`src/rtl/dbk_pkg.sv`:
```
// Package: shared constants and lane geometry for the data breakpoint block.
// Assumes a 32-bit bus; lane k is enabled by control bit EN_LSB+k.
package dbk_pkg;
    localparam int BUS_W   = 32;
    localparam int LANES   = 7;
    localparam int EN_LSB  = 6;
    localparam int INV_BIT = 5;
    localparam int CTL_MSB = EN_LSB + LANES - 1;

    typedef struct packed {
        logic [LANES-1:0] en;
        logic             inv;
    } dbk_cfg_t;

    // Lowest bus bit of lane k: k=0..3 bytes 31:24 down to 7:0, k=4 upper word, k=5 lower word, k=6 longword.
    function automatic int lane_lo(input int k);
        if (k < 4)       return (3 - k) * 8;
        else if (k == 4) return 16;
        else             return 0;
    endfunction

    // Width in bits of lane k.
    function automatic int lane_w(input int k);
        if (k < 4)      return 8;
        else if (k < 6) return 16;
        else            return 32;
    endfunction
endpackage

```
`src/rtl/dbk_cfg_regs.sv`:
```
// Module: holds the breakpoint data register and the control fields.
// Assumes single-cycle writes; a written value is visible from the next cycle on.
module dbk_cfg_regs
    import dbk_pkg::*;
(
    input  logic             clk,
    input  logic             rst_n,
    input  logic             wr_en,
    input  logic             wr_sel,
    input  logic [BUS_W-1:0] wr_data,
    output logic [BUS_W-1:0] bp_data,
    output dbk_cfg_t         cfg
);
    // Breakpoint data register update.
    always_ff @(posedge clk) begin
        if (!rst_n)                 bp_data <= '0;
        else if (wr_en && !wr_sel)  bp_data <= wr_data;
    end

    // Control field update: enables and invert.
    always_ff @(posedge clk) begin
        if (!rst_n) begin
            cfg <= '0;
        end else if (wr_en && wr_sel) begin
            cfg.en  <= wr_data[CTL_MSB:EN_LSB];
            cfg.inv <= wr_data[INV_BIT];
        end
    end

    p_data_write_r10: assert property (@(posedge clk) disable iff (!rst_n)
        (wr_en && !wr_sel) |=> (bp_data == $past(wr_data)));

    p_ctrl_write_r10: assert property (@(posedge clk) disable iff (!rst_n)
        (wr_en && wr_sel) |=> (cfg.en == $past(wr_data[CTL_MSB:EN_LSB])));
endmodule

```
`src/rtl/dbk_lane_cmp.sv`:
```
// Module: equality comparator over one bus lane.
// Assumes LO+W fits inside the bus; only that slice of both operands is examined.
module dbk_lane_cmp
    import dbk_pkg::*;
#(
    parameter int LO = 0,
    parameter int W  = 8
) (
    input  logic [BUS_W-1:0] bus,
    input  logic [BUS_W-1:0] ref_val,
    input  logic             en,
    input  logic             inv,
    output logic             hit
);
    logic same;

    // Lane equality, then invert and enable gating.
    always_comb begin
        same = (bus[LO +: W] == ref_val[LO +: W]);
        hit  = en & (same ^ inv);
    end
endmodule

```
`src/rtl/dbk_trig_reg.sv`:
```
// Module: combines lane results and registers the trigger.
// Assumes lane hits are already gated by their enables.
module dbk_trig_reg
    import dbk_pkg::*;
(
    input  logic             clk,
    input  logic             rst_n,
    input  logic             valid,
    input  logic [LANES-1:0] hits,
    output logic             trig
);
    // Trigger register: OR of lanes, only on valid transfers.
    always_ff @(posedge clk) begin
        if (!rst_n) trig <= 1'b0;
        else        trig <= valid & (|hits);
    end

    p_no_trig_without_valid_r8: assert property (@(posedge clk) disable iff (!rst_n)
        !valid |=> !trig);
endmodule

```
`src/rtl/dbrk_lane_cmp.sv`:
```
// Module: top of the byte-lane data breakpoint comparator.
// Assumes the register port and the bus share one clock; the trigger lags the sample by one cycle.
module dbrk_lane_cmp
    import dbk_pkg::*;
(
    input  logic             clk,
    input  logic             rst_n,
    input  logic             cfg_wr_en,
    input  logic             cfg_wr_sel,
    input  logic [BUS_W-1:0] cfg_wr_data,
    input  logic             bus_valid,
    input  logic [BUS_W-1:0] bus_data,
    output logic             trig_o
);
    logic [BUS_W-1:0] bp_data;
    dbk_cfg_t         cfg;
    logic [LANES-1:0] hits;

    dbk_cfg_regs u_regs (
        .clk     (clk),
        .rst_n   (rst_n),
        .wr_en   (cfg_wr_en),
        .wr_sel  (cfg_wr_sel),
        .wr_data (cfg_wr_data),
        .bp_data (bp_data),
        .cfg     (cfg)
    );

    for (genvar k = 0; k < LANES; k++) begin : g_lane
        dbk_lane_cmp #(
            .LO (lane_lo(k)),
            .W  (lane_w(k))
        ) u_cmp (
            .bus     (bus_data),
            .ref_val (bp_data),
            .en      (cfg.en[k]),
            .inv     (cfg.inv),
            .hit     (hits[k])
        );
    end

    dbk_trig_reg u_trig (
        .clk   (clk),
        .rst_n (rst_n),
        .valid (bus_valid),
        .hits  (hits),
        .trig  (trig_o)
    );

    p_disabled_quiet_r5: assert property (@(posedge clk) disable iff (!rst_n)
        (cfg.en == '0) |=> !trig_o);

    p_trig_from_valid_r8: assert property (@(posedge clk) disable iff (!rst_n)
        trig_o |-> $past(bus_valid));

    p_long_match_r2: assert property (@(posedge clk) disable iff (!rst_n)
        (bus_valid && cfg.en[LANES-1] && !cfg.inv && bus_data == bp_data) |=> trig_o);
endmodule

```
`config.mk`:
```
export PLATFORM = sky130hd
export DESIGN_NAME = dbrk_lane_cmp
export DESIGN_NICKNAME = d
export VERILOG_FILES = /design/src/rtl/dbk_pkg.sv /design/src/rtl/dbk_cfg_regs.sv /design/src/rtl/dbk_lane_cmp.sv /design/src/rtl/dbk_trig_reg.sv /design/src/rtl/dbrk_lane_cmp.sv
export SDC_FILE = /design/constraint.sdc
export NUM_CORES = 1
export LEC_CHECK = 0
export ABC_AREA = 1
export BUFFER_PORTS_ARGS = -buffer_cell sky130_fd_sc_hd__buf_4
export CAP_MARGIN = 20
export CORE_ASPECT_RATIO = 1.4
export CORE_MARGIN = 8
export CORE_UTILIZATION = 40
export DETAILED_ROUTE_END_ITERATION = 8
export PLACE_DENSITY_LB_ADDON = 0.15
export SYNTH_ARGS = -nofsm -noshare
export SYNTH_HDL_FRONTEND = slang
export SYNTH_HIERARCHICAL = 1
export SYNTH_SLANG_ARGS = --single-unit
```
`constraint.sdc`:
```
create_clock -name clk -period 1.5 [get_ports clk]
set_clock_uncertainty 0.15 [all_clocks]
set_input_delay 0.3 -clock clk [delete_from_list [all_inputs] [get_ports clk]]
set_output_delay 0.3 -clock clk [all_outputs]
set_load 0.02 [all_outputs]
```
==> flow_metrics.env <==
export IMPL_status="complete, but fails checks"
export IMPL_violations="setup timing"
export IMPL_clkSinkCount=41
export IMPL_regToRegSetupSlack_ns=-0.16
export IMPL_hold_class="input pin to flop"
export IMPL_die_x_um=99.8
export IMPL_holdPathStages=3
export IMPL_crit_type="flop to flop"
export IMPL_total_power_uw=3430
export IMPL_drv_slew=0
export IMPL_setup_ws_ns=-0.159
export IMPL_p_int_uw=2310
export IMPL_num_io_pins=70
export IMPL_syn_cell_area_um2=3930
export IMPL_die_area_um2=13300
export IMPL_power_frac_seq=0.366
export IMPL_synth_cells=702
export IMPL_grt_start_max_net_pins=42
export IMPL_start_kind="flop"
export IMPL_path_depth=12
export IMPL_core_um2=9740
export IMPL_drtPass1Iterations=4
export IMPL_rsz0062_at_grt="yes"
export IMPL_gr_total_overflow=0
export IMPL_setup_viol=1
export IMPL_post_synth_top_count_cell="nand2_1"
export IMPL_synth_edff_count=0
export IMPL_die_h_um=133
export IMPL_max_freq_ghz=0.603
export IMPL_cts_setup_buffers=0
export IMPL_globalplace_congestion=0.840
export IMPL_syn_num_nets=771
export IMPL_wire_per_inst_um=11.0
export IMPL_vias_per_cell=4.29
export IMPL_cp_cell_sequence="xnor2_2 > nand2_1 > nor2_2 > nand2_1 > nor2_2 > nand3_1 > nand2_1 > nor2_1 > nor2_1 > nand2_1 > nor2_1 > nor2_1"
export IMPL_drive_gt1_frac=0.297
export IMPL_crit_path_end_kind="flop"
export IMPL_synth_cell_types=21
export IMPL_grt_antenna_before_repair=0
export IMPL_crit_family="simple AND/OR/NAND/NOR gates"
export IMPL_ys_top_cells_by_count="nand2_1 (253), inv_1 (150), nor2_1 (99)"
export IMPL_switching_power_uw=1120
export IMPL_relSlewSlack=0.668
export IMPL_drtIter0Drc=122
export IMPL_cts_buffer_depth=2
export IMPL_path_buf_inv=0
export IMPL_async_reset_ff_frac=0
export IMPL_dpl_hpwl_mm=8.20
export IMPL_ys_seq_area_frac=0.209
export IMPL_cts_tree="yes"
export IMPL_critPathArrivalTime_ns=1.69
export IMPL_cp_data_required_time_ns=1.53
export IMPL_comb_power_share=0.322
export IMPL_placed_area_um2=4920
export IMPL_grt_pass1_vias=3925
export IMPL_peakVddDrop_mv=0.507
export IMPL_synthTopCellsByArea="nand2_1 (24%), dfxtp_1 (21%), inv_1 (14%), nor2_1 (9.4%), nand3_2 (7.6%)"
export IMPL_cpMaxStageDelayCell="dfxtp_4"
export IMPL_p_per_area_nw_per_um2=665
export IMPL_rows=43
export IMPL_initial_core_util=0.404
export IMPL_port_buffers=69
export IMPL_n_antenna_cell=0
export IMPL_htree_levels=2
export IMPL_area_growth_syn_to_layout_pct=31.0
export IMPL_maxCapViolations=0
export IMPL_finalCriticalPeriod_ns=1.66
export IMPL_cp_slowest_stage_delay_ns=0.36
export IMPL_cts_root_buf="clkbuf_16"
export IMPL_synth_top_area_frac=0.241
export IMPL_yosys_most_used_dff="dfxtp_1"
export IMPL_grt_use_total=0.161
export IMPL_yosysTopAreaCell="nand2_1"
export IMPL_clkPwrFrac=0.312
export IMPL_post_route_period_util=1.11
export IMPL_fin_area_um2=5150
export IMPL_vias=4084
export IMPL_ctsHoldBuffers=0
export IMPL_numCtsBuffers=5
export IMPL_yosys_warnings=6
export IMPL_ys_ff_latch=41
export IMPL_nNetsFinal=886
export IMPL_reg2reg_depth=12
export IMPL_syn_area_per_cell_um2=5.60
export IMPL_cts_clk_slew_worst_paths_ns=0.06
export IMPL_tns_ns=-0.159
export IMPL_swShare=0.326
export IMPL_grt_pass1_wl_mm=17.3
export IMPL_drc_errors=0
export IMPL_p_leak_uw=0.00279
export IMPL_crit_path_max_fanout=5
export IMPL_hold_viol=0
export IMPL_clk_latency_ns=0.29
export IMPL_wl_mm=10.5
export IMPL_post_route_util=0.529
export IMPL_drtAntennaViolNets=0
export IMPL_tightest_slew_ns=0.497
-- cell usage in the layout, fill, tap and decap left out, types with 2 or more instances in the layout --
master     count
xor2_1         2
nand3_1        9
clkbuf_16      5
nand2_1      250
dfxtp_4        6
xnor2_1       25
dfxtp_2       18
dfxtp_1       17
buf_12         5
nand2_2        3
buf_4        119
nand3_2       30
nor2_1        96
inv_1        150
o21ai_0        8
clkinv_2       2
xnor2_2        5
nor2_2        47
a21oi_1       15
-- final timing paths --
kind / endpoint / startpoint
worst max-delay path: u_trig/trig$_SDFF_PN0_ / u_regs/bp_data[5]$_SDFFE_PN0P_
worst min-delay path: u_trig/trig$_SDFF_PN0_ / bus_valid
worst max register to register: u_trig/trig$_SDFF_PN0_ / u_regs/bp_data[5]$_SDFFE_PN0P_
worst min register to register: u_regs/cfg[3]$_SDFFE_PN0P_ / u_regs/cfg[3]$_SDFFE_PN0P_
-- metal layers --
layer | global-route usage | share of wire | vias to the layer above | routed length [µm]
li1 | - | - | 2245 | -
met1 | 0.182 | 0.45 | 1779 | 4660
met2 | 0.292 | 0.51 | 52 | 5310
met3 | 0.0319 | 0.036 | 8 | 372
met4 | 0.0465 | 0.011 | 0 | 114
met5 | 0 | 0 | - | 0
-- cells by family (layout without fill, tap and decap cells) --
logic type / after synthesis / after routing / synth area share
AOI/OAI and AO/OA: 24 / 24 / 0.0305
xor gates and xnor gates: 32 / 32 / 0.0712
buffers and inverters: 168 / 284 / 0.191
DFF: 41 / 41 / 0.209
and+or+nand+nor: 437 / 437 / 0.498
-- state kept, by name, indices dropped and copies added (netlist names) --
register / cells
u_regs/bp_data: 32
u_regs/cfg: 8
u_trig/trig: 1
-- area by class of cell --
class	instances	area [µm²]
timing repair buffer	124	993
inverter	152	576
fill	1030	4580
sequential	41	866
clock buffer	6	129
multi-input combinational	493	2410
clock inverter	2	10.0
tap	135	169
-- stage by stage --
step	cells	worst slack, ns	hold WS, ns
final	953	-0.159	0.119
after global routing	953	-0.290	0.135
after CTS	953	-0.159	0.110
after detailed placement	945	-0.292	0.323
after global placement	945	-0.272	0.315
after floorplan	702	0.00599	0.269
-- power by group through the flow --
stage	clock network [µW]	registers, µW	logic [µW]
2_1_floorplan	0	1270	647
3_3_place_gp	0	1270	1060
3_5_place_dp	0	1270	1090
4_1_cts	1100	1260	1110
5_1_grt	1150	1270	1240
6_report	1070	1260	1100
-- tightest hold or removal path: stages --
cell and delay (ns):
buf_4 0.12, nand2_1 0.05, nor2_1 0.04
-- what timing repair did --
action,CTS,global route
pin swaps,11,4
resized for setup,27,11
endpoints found under the setup margin,1,1
hold endpoints to repair,0,0
Power figures use the tool's default switching activity.
